==> src/rtl/mtx_pkg.sv <==
package mtx_pkg;

    // Controller states
    typedef enum logic [0:0] {
        ST_IDLE = 1'b0,
        ST_SEND = 1'b1
    } tx_state_e;

    // Per-edge action requested from the serialiser
    typedef enum logic [1:0] {
        ACT_IDLE   = 2'd0,   // drive idle level
        ACT_LOAD   = 2'd1,   // load a new nibble, emit first half of its bit 0
        ACT_SECOND = 2'd2,   // emit second half of the current bit
        ACT_SHIFT  = 2'd3    // advance to next bit, emit its first half
    } sym_act_e;

endpackage

==> src/rtl/mtx_clkgen.sv <==
module mtx_clkgen #(
    parameter int DIV = 8
) (
    input  logic                       clk,
    input  logic                       rst,
    output logic [$clog2(DIV)-1:0]     ph,
    output logic                       cap_stb,
    output logic                       sym_second,
    output logic                       tx_clk
);
    localparam int PW   = $clog2(DIV);
    localparam int HALF = DIV / 2;
    localparam int CAP  = HALF - 1;
    localparam bit CAP_ODD = (CAP % 2) == 1;

    logic [PW-1:0] ph_nxt;

    always_comb begin
        if (ph == PW'(DIV - 1)) ph_nxt = '0;
        else                    ph_nxt = ph + 1'b1;
    end

    always_ff @(posedge clk) begin
        if (rst) begin
            ph     <= '0;
            tx_clk <= 1'b0;
        end else begin
            ph     <= ph_nxt;
            tx_clk <= (ph_nxt >= PW'(HALF));
        end
    end

    // The edge leaving phase CAP is the rising edge of tx_clk.
    assign cap_stb    = (ph == PW'(CAP));
    // The symbol produced at this edge is a second half when (ph - CAP) is odd.
    assign sym_second = ph[0] ^ CAP_ODD;

endmodule

==> src/rtl/mtx_ctrl.sv <==
module mtx_ctrl
    import mtx_pkg::*;
(
    input  logic     clk,
    input  logic     rst,
    input  logic     cap_stb,
    input  logic     tx_en,
    input  logic     sym_second,
    output logic     st_send,
    output sym_act_e act
);
    tx_state_e st, st_nxt;

    // State register
    always_ff @(posedge clk) begin
        if (rst) st <= ST_IDLE;
        else     st <= st_nxt;
    end

    // Next state and outputs
    always_comb begin
        st_nxt = st;
        act    = ACT_IDLE;
        unique case (st)
            ST_IDLE: begin
                if (cap_stb && tx_en) begin
                    st_nxt = ST_SEND;       // load transition
                    act    = ACT_LOAD;
                end
            end
            ST_SEND: begin
                if (cap_stb) begin
                    if (tx_en) begin
                        act = ACT_LOAD;     // reload, stay in SEND
                    end else begin
                        st_nxt = ST_IDLE;   // stop transition
                        act    = ACT_IDLE;
                    end
                end else if (sym_second) begin
                    act = ACT_SECOND;
                end else begin
                    act = ACT_SHIFT;
                end
            end
            default: begin
                st_nxt = ST_IDLE;
                act    = ACT_IDLE;
            end
        endcase
    end

    assign st_send = (st == ST_SEND);

endmodule

==> src/rtl/mtx_serdes.sv <==
module mtx_serdes
    import mtx_pkg::*;
#(
    parameter int   NIB_W    = 4,
    parameter logic IDLE_LVL = 1'b0
) (
    input  logic             clk,
    input  logic             rst,
    input  sym_act_e         act,
    input  logic [NIB_W-1:0] txd,
    output logic             line_out
);
    logic [NIB_W-1:0] sreg;

    always_ff @(posedge clk) begin
        if (rst) begin
            sreg     <= '0;
            line_out <= IDLE_LVL;
        end else begin
            unique case (act)
                ACT_LOAD: begin
                    sreg     <= txd;
                    line_out <= ~txd[0];
                end
                ACT_SECOND: begin
                    line_out <= sreg[0];
                end
                ACT_SHIFT: begin
                    sreg     <= sreg >> 1;
                    line_out <= ~sreg[1];
                end
                default: begin
                    line_out <= IDLE_LVL;
                end
            endcase
        end
    end

endmodule

==> src/rtl/mii_manchester_tx.sv <==
module mii_manchester_tx
    import mtx_pkg::*;
#(
    parameter int   NIB_W    = 4,
    parameter logic IDLE_LVL = 1'b0
) (
    input  logic             clk,
    input  logic             rst,
    input  logic [NIB_W-1:0] txd,
    input  logic             tx_en,
    output logic             tx_clk,
    output logic             line_out
);
    localparam int DIV = 2 * NIB_W;
    localparam int PW  = $clog2(DIV);

    logic [PW-1:0] ph;
    logic          cap_stb;
    logic          sym_second;
    logic          st_send;
    sym_act_e      act;

    mtx_clkgen #(.DIV(DIV)) u_clkgen (
        .clk        (clk),
        .rst        (rst),
        .ph         (ph),
        .cap_stb    (cap_stb),
        .sym_second (sym_second),
        .tx_clk     (tx_clk)
    );

    mtx_ctrl u_ctrl (
        .clk        (clk),
        .rst        (rst),
        .cap_stb    (cap_stb),
        .tx_en      (tx_en),
        .sym_second (sym_second),
        .st_send    (st_send),
        .act        (act)
    );

    mtx_serdes #(.NIB_W(NIB_W), .IDLE_LVL(IDLE_LVL)) u_serdes (
        .clk      (clk),
        .rst      (rst),
        .act      (act),
        .txd      (txd),
        .line_out (line_out)
    );

endmodule

==> config.mk <==
export PLATFORM = sky130hd
export DESIGN_NAME = mii_manchester_tx
export DESIGN_NICKNAME = d
export VERILOG_FILES = /design/src/rtl/mtx_pkg.sv /design/src/rtl/mtx_clkgen.sv /design/src/rtl/mtx_ctrl.sv /design/src/rtl/mtx_serdes.sv /design/src/rtl/mii_manchester_tx.sv
export SDC_FILE = /design/constraint.sdc
export NUM_CORES = 1
export LEC_CHECK = 0
export BUFFER_PORTS_ARGS = -buffer_cell sky130_fd_sc_hd__buf_2
export CAP_MARGIN = 30
export CORE_AREA = 2 2 39 41
export CTS_CLUSTER_SIZE = 12
export DETAILED_ROUTE_END_ITERATION = 7
export DIE_AREA = 0 0 41 43
export HOLD_SLACK_MARGIN = 0.03
export PLACE_DENSITY = 0.63
export RECOVER_POWER = 100
export SYNTH_ARGS = -nofsm -noshare
export SYNTH_HDL_FRONTEND = slang
export SYNTH_SLANG_ARGS = --single-unit
==> constraint.sdc <==
create_clock -name clk -period 1.6 [get_ports clk]
set_input_delay 0 -clock clk [delete_from_list [all_inputs] [get_ports clk]]
set_output_delay 0 -clock clk [all_outputs]
set_load 0.005 [all_outputs]
==> run summary <==
The first global-routing pass estimated 1.50 mm of wire. The buffer type at the clock tree root was clkbuf_4. Power spread over the standard cell area amounts to 825 mW/mm^2.

The internal power was 0.000370 W. For this run, the post-layout net count is 71. Overall power after layout: 0.000488 W. Of all nets on the critical path, the largest fanout is 4. The number of library cell types mapped by synthesis was 22; the total congestion overflow after global routing was 0. The critical path goes through ha_4 > ha_4 > and2_2 > or4b_4 > a21oi_2. The via density per instance was 4.69. The logs give 0.00138 sq mm for the total core area and 0.26 ns for the later-pin clock latency in the skew report. The run gives 592 sq um as the summed area of non-filler cells in the final layout. The clock-pin slew on the worst setup and hold paths came out at 0.06 ns.

The tools report the kind of end point of the critical path as a register. The final-report hold violation count is 0, and the upper clock frequency limit is 0.637 GHz. Subtracting the final worst setup slack from the clock period gives 1.57 ns. The final max-slew violation count came out at 0. The tool flagged a number of max-cap violations equal to 0.

The run gives 422 sq um as the area of the mapped netlist. The logs give 831 um for the final wirelength and 30.5% for the effective utilization at floorplan. When the netlist entered floorplanning its net count stood at 53. The leakage power summed over all cells was 0.269 nW. The number of antenna violations at the first check in global routing was 0.

The worst IR drop on VDD is 535 uV, and the I/O pin count is 9. Buffers inserted during clock tree synthesis total 3. The clock share of power is 36.7%. The antenna violation net count after detailed routing was 0; the number of fill cells was 143.

The run gives 4 as the detailed-router iteration count before antenna repair. Excluding fillers, the count of instances in the completed layout stands at 75. Entering global routing, the biggest net connects 10 pins. Number of remaining DRC errors: 0.

TritonCTS built the clock tree. Sequential cells account for 50.0% of the total power. The overall fraction of global-route tracks in use was 13.4%. Once placement finished, the instance area stood at 515 sq um. The setup path with the least slack is of type reg2reg.

The number of clock sinks seen by CTS is 9. The library cell appearing most often on the critical path was ha_4. Setup violations remaining at the end of the flow were counted as 0. The number of global-route vias before repair was 380. Headroom to the max-slew limit came out at 89.5%. On the final layout, the worst hold slack is 0.0793 ns. The post-route netlist has 39.0% of its cells at a drive strength greater than 1.

The run finished with clean final reports. The path type of the worst min-delay path was in2reg. The share of the core filled with cells in the final layout was 42.8%. After layout, the worst path uses 98.1% of the clock period.

The slowest cell on the critical path was or4b_4. The critical path contains buffers and inverters numbering 0 combined. The logs give 42.7% for the portion of the post-synthesis area used by sequential elements and 0.000118 W for the switching power of the nets. The initial detailed-routing violation count is 1, and the synthesis-to-finish area growth is 40.4%. The peak per-stage delay on the critical path is 0.51 ns, and the H-tree depth reported by CTS is 1. The number of instances in the synthesized netlist is 42. The number of antenna diodes in the final layout is 0. The die covers 0.00176 sq mm. Setup repair after global routing could not meet its margin everywhere. Critical path arrival: 1.78 ns. The die is 43 um tall. In this run, placement finished with an instance count of 67. Input and output buffers added on the ports amount to 8. The number of warnings reported in the yosys synthesis log was 0. For the relative contribution of combinational cells to total power, the log shows 13.3%. The synthesized area divided by synthesized cell count is 10.0 sq um, and the count of vias placed by the detailed router is 352. The synthesized design contains 9 register bits. After floorplanning, the core was divided into 14 placement rows. STA classifies the critical path startpoint as a register. For the worst setup path, the data required time is 1.81 ns.

From left edge to right edge, the die measures 41 um. The buffer depth of the longest clock path was 2; the share of total power consumed by net switching was 24.2%. At the end of routability-driven placement, the weighted congestion stood at 0.670.

Clock skew on the completed layout was measured at 0.00195 ns. Transition time at the pin with the least slew margin: 0.154 ns. Cell type group with the largest total delay on the critical path: simple AND/OR/NAND/NOR gates. The mean routed wirelength per cell came out at 11.1 um.
metal layers:
| layer | share of wire [%] | global-route usage, % |
|---|---|---|
| met1 | 42 | 12.3 |
| met2 | 48 | 20.9 |
| met3 | 8.2 | 9.95 |
| met4 | 1.2 | 6.00 |
| met5 | 0 | 0 |
tightest hold or removal path, stage by stage:
cell	delay, ns
buf_2	0.08
a221o_1	0.17
a21oi_2	0.05
cell families (layout without fill, tap and decap cells):
kind of cell    after synthesis  after routing  share of synthesized area, %
simple gates                 15             15                          22.3
compound gates                8              8                          14.5
buf+inv                       4             21                          3.86
mux                           2              2                          4.75
flops                         9              9                          42.7
fa+ha+maj                     4              4                          11.9
path summary, 6_finish.rpt:
path,startpoint,endpoint,slack [ns],depth (start not counted)
hold / removal,txd[0],u_serdes.line_out,0.08,3
setup / recovery,u_clkgen.ph[0],u_serdes.line_out,0.03,5
setup reg to reg,u_clkgen.ph[0],u_serdes.line_out,0.03,5
hold reg to reg,u_serdes.sreg[3],u_serdes.sreg[3],0.47,2
through the flow:
stage	setup slack, ns	TNS, ns
final	0.0302	0
after global routing	-0.0127	-0.0127
after CTS	0.00304	0
after detailed placement	-0.00729	-0.00729
after global placement	0.0146	0
after floorplan	0.0141	0
placed cells by master (no fill, tap or decap), drive strengths merged:
master       netlist  layout
o211a              1       1
a211oi             2       2
nand3              1       1
nor2               1       1
nand3b             1       1
inv                2       2
nand2              3       3
clkbuf             1       5
ha                 4       4
a21oi              3       3
dfxtp              9       9
dlygate4sd3        0       3
nor3               3       3
nor2b              1       1
and3b              2       2
nand2b             1       1
and2               1       1
buf                1      11
o211ai             1       1
mux2i              2       2
or4b               1       1
a221o              1       1
synth_stat cells:
cell type	instances	share of area [%]
a211oi_1	2	3.6
a21oi_1	2	2.4
a21oi_2	1	2.1
a221o_1	1	2.4
and2_2	1	1.8
and3b_1	2	4.2
buf_2	1	1.2
clkbuf_1	1	0.89
dfxtp_1	9	43
ha_1	4	12
inv_1	2	1.8
mux2i_1	2	4.7
nand2_1	3	2.7
nand2b_1	1	1.5
nand3_1	1	1.2
nand3b_1	1	1.8
nor2_1	1	0.89
nor2b_1	1	1.5
nor3_1	3	3.6
o211a_1	1	2.4
o211ai_1	1	1.8
or4b_4	1	3.3
cell type report:
class	count	area, sq um	share of cell area (%)
Multi-Input combinational cell	29	254	42.9
Sequential cell	9	185	31.3
Timing Repair Buffer	15	98.8	16.7
Tap cell	16	20.0	3.38
Clock buffer	4	26.3	4.44
Inverter	2	7.51	1.27
timing repair:
action	4_1_cts	5_1_grt
setup endpoints to repair	1	1
setup buffers	1	0
resized for setup	2	1
endpoints found under the hold margin	6	0
pin swaps	1	3
hold buffers	3	0
power groups by stage:
stage / Clock [W] / Combinational, W / Sequential [W]
finish: 0.000179 / 0.0000649 / 0.000244
global route: 0.000199 / 0.0000722 / 0.000246
CTS: 0.000187 / 0.0000631 / 0.000245
detailed placement: 0 / 0.0000524 / 0.000251
global placement: 0 / 0.0000506 / 0.000251
floorplan: 0 / 0.0000341 / 0.000249
Note: power is estimated with default switching activity, not from simulation.
